$ cat config.mk
export PLATFORM = sky130hd
export DESIGN_NAME = fbs_seq
export DESIGN_NICKNAME = d
export VERILOG_FILES = /design/src/rtl/fbs_pkg.sv /design/src/rtl/fbs_ptr.sv /design/src/rtl/fbs_arb.sv /design/src/rtl/fbs_seq.sv
export SDC_FILE = /design/constraint.sdc
export NUM_CORES = 1
export LEC_CHECK = 0
export BUFFER_PORTS_ARGS = -buffer_cell sky130_fd_sc_hd__buf_2
export CAP_MARGIN = 20
export CORE_MARGIN = 2
export CORE_UTILIZATION = 41
export CTS_CLUSTER_SIZE = 30
export DETAILED_ROUTE_END_ITERATION = 8
export GPL_TIMING_DRIVEN = 0
export PLACE_DENSITY = 0.75
export SYNTH_ARGS = -nofsm -noshare
export SYNTH_HDL_FRONTEND = slang
export SYNTH_SLANG_ARGS = --single-unit
$ cat constraint.sdc
create_clock -name clk -period 2.3 [get_ports clk]
set_input_delay 0.575 -clock clk [delete_from_list [all_inputs] [get_ports clk]]
set_output_delay 0.575 -clock clk [all_outputs]
set_load 0.05 [all_outputs]
$ cat src/rtl/fbs_pkg.sv
package fbs_pkg;

  typedef enum logic [0:0] {
    ST_IDLE = 1'b0,
    ST_BUSY = 1'b1
  } fbs_state_e;

  localparam logic [1:0] BANK_LO = 2'd0;
  localparam logic [1:0] BANK_HI = 2'd3;

  function automatic logic [1:0] fbs_other_bank(input logic [1:0] b);
    return (b == BANK_LO) ? BANK_HI : BANK_LO;
  endfunction

endpackage

$ cat src/rtl/fbs_ptr.sv
module fbs_ptr
  import fbs_pkg::*;
#(
  parameter int         BURST       = 256,
  parameter int         FRAME_WORDS = 393216,
  parameter int         ADDR_W      = $clog2(FRAME_WORDS),
  parameter logic [1:0] START_BANK  = 2'd0
) (
  input  logic              clk,
  input  logic              rst_n,
  input  logic              adv_en,
  input  logic              restart_en,
  input  logic              toggle_en,
  output logic [1:0]        bank,
  output logic [ADDR_W-1:0] addr
);

  localparam logic [ADDR_W:0] STEP  = (ADDR_W+1)'(BURST);
  localparam logic [ADDR_W:0] LIMIT = (ADDR_W+1)'(FRAME_WORDS);

  logic [1:0]        bank_n;
  logic [ADDR_W-1:0] addr_n;
  logic [ADDR_W:0]   sum;
  logic              upd_en;

  always_comb begin
    sum    = {1'b0, addr} + STEP;
    bank_n = toggle_en ? fbs_other_bank(bank) : bank;
    addr_n = addr;
    if (toggle_en || restart_en) begin
      addr_n = '0;
    end else if (adv_en) begin
      addr_n = (sum >= LIMIT) ? '0 : sum[ADDR_W-1:0];
    end
    upd_en = adv_en | restart_en | toggle_en;
  end

  always_ff @(posedge clk or negedge rst_n) begin
    if (!rst_n) begin
      bank <= START_BANK;
      addr <= '0;
    end else if (upd_en) begin
      bank <= bank_n;
      addr <= addr_n;
    end
  end


  addr_step_chk: assert property (@(posedge clk) disable iff (!rst_n)
    adv_en && !restart_en && !toggle_en |=> (addr == '0) || ({1'b0, addr} == {1'b0, $past(addr)} + STEP));

endmodule

$ cat src/rtl/fbs_arb.sv
module fbs_arb
  import fbs_pkg::*;
#(
  parameter int BURST = 256,
  parameter int LVL_W = 11
) (
  input  logic             clk,
  input  logic             rst_n,
  input  logic [LVL_W-1:0] wr_fifo_level,
  input  logic [LVL_W-1:0] rd_fifo_space,
  input  logic             wr_frame_done,
  input  logic             rd_frame_done,
  input  logic             mem_ack,
  output logic             req,
  output logic             we,
  output logic             wr_adv,
  output logic             rd_adv,
  output logic             apply_wdone,
  output logic             apply_rdone
);

  localparam logic [LVL_W-1:0] BURST_L = LVL_W'(BURST);

  fbs_state_e state, state_n;
  logic       we_q, we_n;
  logic       wpend, wpend_n;
  logic       rpend, rpend_n;
  logic       rvalid, rvalid_n;
  logic       wr_ok, rd_ok;

  assign wr_ok = (wr_fifo_level >= BURST_L);
  assign rd_ok = rvalid && (rd_fifo_space >= BURST_L);

  always_comb begin
    state_n     = state;
    we_n        = we_q;
    wpend_n     = wpend | wr_frame_done;
    rpend_n     = rpend | rd_frame_done;
    rvalid_n    = rvalid;
    apply_wdone = 1'b0;
    apply_rdone = 1'b0;
    wr_adv      = 1'b0;
    rd_adv      = 1'b0;
    unique case (state)
      ST_IDLE: begin
        if (wpend || rpend) begin
          apply_wdone = wpend;
          apply_rdone = rpend;
          wpend_n     = wr_frame_done;
          rpend_n     = rd_frame_done;
          if (wpend) rvalid_n = 1'b1;
        end else if (wr_ok) begin
          state_n = ST_BUSY;
          we_n    = 1'b1;
        end else if (rd_ok) begin
          state_n = ST_BUSY;
          we_n    = 1'b0;
        end
      end
      ST_BUSY: begin
        if (mem_ack) begin
          state_n = ST_IDLE;
          wr_adv  = we_q;
          rd_adv  = ~we_q;
        end
      end
      default: state_n = ST_IDLE;
    endcase
  end

  always_ff @(posedge clk or negedge rst_n) begin
    if (!rst_n) begin
      state  <= ST_IDLE;
      we_q   <= 1'b0;
      wpend  <= 1'b0;
      rpend  <= 1'b0;
      rvalid <= 1'b0;
    end else begin
      state  <= state_n;
      we_q   <= we_n;
      wpend  <= wpend_n;
      rpend  <= rpend_n;
      rvalid <= rvalid_n;
    end
  end

  assign req = (state == ST_BUSY);
  assign we  = we_q;


  no_apply_busy_chk: assert property (@(posedge clk) disable iff (!rst_n)
    req |-> !apply_wdone && !apply_rdone);


  read_after_frame_chk: assert property (@(posedge clk) disable iff (!rst_n)
    $rose(req) && !we |-> rvalid);

endmodule

$ cat src/rtl/fbs_seq.sv
module fbs_seq
  import fbs_pkg::*;
#(
  parameter int BURST       = 256,
  parameter int FRAME_WORDS = 393216,
  parameter int FIFO_DEPTH  = 1024,
  parameter int LVL_W       = $clog2(FIFO_DEPTH) + 1,
  parameter int ADDR_W      = $clog2(FRAME_WORDS)
) (
  input  logic              clk,
  input  logic              rst_n,
  input  logic [LVL_W-1:0]  wr_fifo_level,
  input  logic [LVL_W-1:0]  rd_fifo_space,
  input  logic              wr_frame_done,
  input  logic              rd_frame_done,
  output logic              mem_req,
  output logic              mem_we,
  output logic [1:0]        mem_bank,
  output logic [ADDR_W-1:0] mem_addr,
  input  logic              mem_ack
);

  localparam int              NSIDE   = 2;
  localparam logic [LVL_W-1:0] BURST_L = LVL_W'(BURST);

  logic              wr_adv, rd_adv, apply_wdone, apply_rdone;
  logic [NSIDE-1:0]  adv, restart, toggle;
  logic [1:0]        bank [NSIDE];
  logic [ADDR_W-1:0] addr [NSIDE];

  fbs_arb #(
    .BURST (BURST),
    .LVL_W (LVL_W)
  ) arb_i (
    .clk           (clk),
    .rst_n         (rst_n),
    .wr_fifo_level (wr_fifo_level),
    .rd_fifo_space (rd_fifo_space),
    .wr_frame_done (wr_frame_done),
    .rd_frame_done (rd_frame_done),
    .mem_ack       (mem_ack),
    .req           (mem_req),
    .we            (mem_we),
    .wr_adv        (wr_adv),
    .rd_adv        (rd_adv),
    .apply_wdone   (apply_wdone),
    .apply_rdone   (apply_rdone)
  );

  // side 0 = write pointer, side 1 = read pointer
  assign adv     = {rd_adv, wr_adv};
  assign restart = {apply_rdone, 1'b0};
  assign toggle  = {apply_wdone, apply_wdone};

  for (genvar g = 0; g < NSIDE; g++) begin : g_ptr
    fbs_ptr #(
      .BURST       (BURST),
      .FRAME_WORDS (FRAME_WORDS),
      .ADDR_W      (ADDR_W),
      .START_BANK  ((g == 0) ? BANK_LO : BANK_HI)
    ) ptr_i (
      .clk        (clk),
      .rst_n      (rst_n),
      .adv_en     (adv[g]),
      .restart_en (restart[g]),
      .toggle_en  (toggle[g]),
      .bank       (bank[g]),
      .addr       (addr[g])
    );
  end

  assign mem_bank = mem_we ? bank[0] : bank[1];
  assign mem_addr = mem_we ? addr[0] : addr[1];


  cmd_hold_chk: assert property (@(posedge clk) disable iff (!rst_n)
    mem_req && !mem_ack |=> mem_req && $stable(mem_we) && $stable(mem_bank) && $stable(mem_addr));


  drop_after_ack_chk: assert property (@(posedge clk) disable iff (!rst_n)
    mem_req && mem_ack |=> !mem_req);


  bank_code_chk: assert property (@(posedge clk) disable iff (!rst_n)
    mem_req |-> (mem_bank == BANK_LO) || (mem_bank == BANK_HI));


  read_other_bank_chk: assert property (@(posedge clk) disable iff (!rst_n)
    mem_req && !mem_we |-> mem_bank != bank[0]);


  bank_frozen_chk: assert property (@(posedge clk) disable iff (!rst_n)
    mem_req && !mem_ack |=> $stable(bank[0]) && $stable(bank[1]));


  wr_threshold_chk: assert property (@(posedge clk) disable iff (!rst_n)
    $rose(mem_req) && mem_we |-> $past(wr_fifo_level) >= BURST_L);

endmodule

==> flow_summary.json <==
{
  "die_h_um": 72.4,
  "drtPass1Iterations": 4,
  "numClockSinks": 29,
  "p_sw_mw": 0.585,
  "synth-seq-cells": 29,
  "drive_gt1_share_pct": 27.2,
  "async_reset_ff_share_pct": 100,
  "hold_buffers": 0,
  "antenna_found_initial": 0,
  "cpPeakStageDelay_ns": 0.45,
  "start_util_pct": 43.2,
  "cp_max_fo": 9,
  "crit_required_ns": 2.52,
  "route.detailed.drc": 0,
  "max_freq_mhz": 461,
  "fp.dieW_um": 72.4,
  "r2r-start": "g_ptr[0].ptr_i.addr[8]",
  "layout.nets": 284,
  "slew_headroom_pct": 51.6,
  "r2r_cells": 6,
  "post-route-util_pct": 50.6,
  "area_growth_pct": 17.1,
  "irDropWorstVdd_mv": 0.402,
  "grt_pass1_wl_mm": 7.08,
  "synth.avg_cell_area_um2": 8.97,
  "rsz0062_at_grt": "false",
  "cts_made_buffers": 5,
  "p_sw_share_pct": 37.2,
  "p_int_mw": 0.989,
  "synth-edff-count": 0,
  "finClkSkew_ns": 0.00633,
  "tightest_slew_ns": 0.726,
  "drv_cap": 0,
  "num_vias": 1671,
  "hold_viol": 0,
  "setup_viol": 0,
  "track_usage_pct": 17.5,
  "hold_path_class": "in -> async",
  "die_area_um2": 5240,
  "numPortBuffers": 25,
  "critical-path-slowest-cell": "dfrtp_2",
  "status": "completed",
  "p_comb_share_pct": 31.8,
  "p_per_area_nw_per_um2": 700,
  "grt_overflow": 0,
  "ys_seq_area_share_pct": 37.9,
  "first_global_vias": 1465,
  "synth_cells": 214,
  "ctsLongestPathBuffers": 2,
  "path_clk_slew_ns": 0.07,
  "cp_cell_sequence": "ha_1 > nand2_1 > o311a_4 > a311o_2 > nor3_1 > a211o_1",
  "wl_per_cell_um": 13.9,
  "arrival_ns": 2.39,
  "start_kind": "register",
  "drt-initial-drc-count": 134,
  "io_pins": 50,
  "routed_wl_mm": 4.25,
  "insertion_delay_ns": 0.29,
  "syn-cell-area_um2": 1920,
  "power_frac_seq_pct": 38.1,
  "endpoint_kind": "register",
  "viasPerCell": 5.46,
  "finalPower_mw": 1.57,
  "ant_nets": 0,
  "ys.warnings.count": 0,
  "r2r-end": "g_ptr[0].ptr_i.addr[12]",
  "synth-main-ff-cell": "dfrtp_1",
  "rows": 24,
  "diodes": 0,
  "crit_type": "reg -> reg",
  "fin_crit_sh_pct": 94.4,
  "rrSetupSlack_ns": 0.13,
  "layout.cells.non_filler": 306,
  "coreArea_um2": 4440,
  "cts_tree": "built",
  "htree_num_levels": 2,
  "p_clk_share_pct": 30.1,
  "ctsRootBufferMaster": "clkbuf_8",
  "leakage_nw": 1.09,
  "fin_crit_ns": 2.17,
  "ys_types": 49,
  "dp.cells": 298,
  "dp_hpwl_mm": 3.02,
  "grt_max_degree": 30,
  "globalplace.congestion": 0.891,
  "slew_viol_final": 0
}
-- critical path: cells and delay by family, from the launching register on --
family	cells	cell delay, ns
compound gates	3	0.97
fa+ha+maj	1	0.28
flops	1	0.45
simple gates	2	0.40
-- cell families after synthesis --
logic type,Yosys count,synth area share (%)
DFF,29,37.9
muxes,12,7.04
AOI/OAI and AO/OA,57,20.8
other,1,0.195
adders and majority gates,4,2.61
xor gates and xnor gates,5,2.28
buffers and inverters,24,8.34
and+or+nand+nor,82,20.9
-- per-layer routing --
metal,vias to the layer above,wire [um],GRT usage [%]
met5,-,0,0
met4,0,80,6.17
met3,8,323,4.72
met2,68,1740,25.6
met1,759,2100,25.0
li1,836,-,-
-- placed cells by master, fill, tap and decap left out, types with 2 or more instances in the layout --
cell type  instances
nand2_1           26
dfrtp_1           26
buf_2             25
o21ai_0           21
nor2_1            15
buf_4             12
mux2_2            12
nand3_1           12
conb_1             8
inv_1              7
nor3_1             7
clkbuf_8           7
and3_1             5
a21o_1             4
a31oi_1            4
clkbuf_1           3
o211ai_1           3
and2_1             3
xor2_1             3
a211o_1            3
nand2b_1           3
a22o_1             3
o31ai_1            3
ha_1               3
or3_1              2
a21oi_1            2
o41ai_1            2
xnor2_1            2
dfrtp_2            2
-- repair_timing --
item | in CTS | in global routing
setup buffers | 0 | 1
resized for setup | 1 | 3
pin swaps | 0 | 1
setup endpoints to repair | 12 | 7
-- metrics by stage --
stage | setup TNS (ns) | instance area (um^2) | hold WS, ns | worst slack (ns)
6_report | 0 | 2250 | 0.313 | 0.130
5_1_grt | 0 | 2250 | 0.373 | 0.00461
3_5_place_dp | -0.0906 | 2140 | 0.461 | -0.0359
3_3_place_gp | -0.130 | 2140 | 0.461 | -0.0534
4_1_cts | 0 | 2230 | 0.338 | 0.0398
2_1_floorplan | 0 | 1950 | 0.279 | 0.0578
-- power groups by stage --
stage	Combinational (mW)	Clock [mW]	Sequential, mW
after floorplan	0.370	0	0.631
after global placement	0.499	0	0.606
after detailed placement	0.502	0	0.609
after CTS	0.498	0.490	0.600
after global routing	0.545	0.509	0.606
final	0.500	0.474	0.600
-- registers in the layout (all words and copies together), names as in the netlist --
register	flops
arb_i.rvalid	1
g_ptr.ptr_i.addr	22
arb_i.rpend	1
arb_i.req	1
arb_i.we	1
g_ptr.ptr_i.bank	2
arb_i.wpend	1
-- worst max-delay path by stage --
stage	start	to	slack, ns	cells after the start
after floorplan	arb_i.we	mem_addr[10]	0.06	3
after global routing	g_ptr[1].ptr_i.addr[8]	g_ptr[1].ptr_i.addr[10]	0.005	7
final	g_ptr[0].ptr_i.addr[8]	g_ptr[0].ptr_i.addr[12]	0.13	6
after CTS	g_ptr[1].ptr_i.addr[8]	g_ptr[1].ptr_i.addr[10]	0.04	7
after global placement	g_ptr[1].ptr_i.addr[8]	g_ptr[1].ptr_i.addr[10]	-0.05	7
after detailed placement	g_ptr[1].ptr_i.addr[8]	g_ptr[1].ptr_i.addr[10]	-0.04	7
-- synth_stat cells, types with 2 or more instances --
cell type	count	share of area, %
xnor2_1	2	0.91
o211ai_1	3	1.2
and2_1	3	0.98
mux2_2	12	7.0
nand2b_1	3	0.98
xor2_1	3	1.4
o41ai_1	2	0.91
o31ai_1	3	1.2
a22o_1	3	1.4
a21oi_1	2	0.52
o21ai_0	21	5.5
and3_1	5	1.6
a211o_1	3	1.4
nand3_1	12	3.1
clkbuf_1	5	0.98
buf_4	11	4.3
a31oi_1	4	1.3
or3_1	2	0.65
dfrtp_1	28	37
nor2_1	15	2.9
a21o_1	4	1.6
ha_1	4	2.6
nand2_1	26	5.1
inv_1	7	1.4
nor3_1	7	1.8
-- layout make-up --
class                      instances  area, um^2
fill                             420        2200
buffer                            16         131
timing repair buffer              26         133
clock buffer                       7        96.3
multi-input combinational        168        1060
clock inverter                     1        5.00
sequential                        29         729
inverter                           7        26.3
tap                               52        65.1
Note: power is estimated with default switching activity, not from simulation.
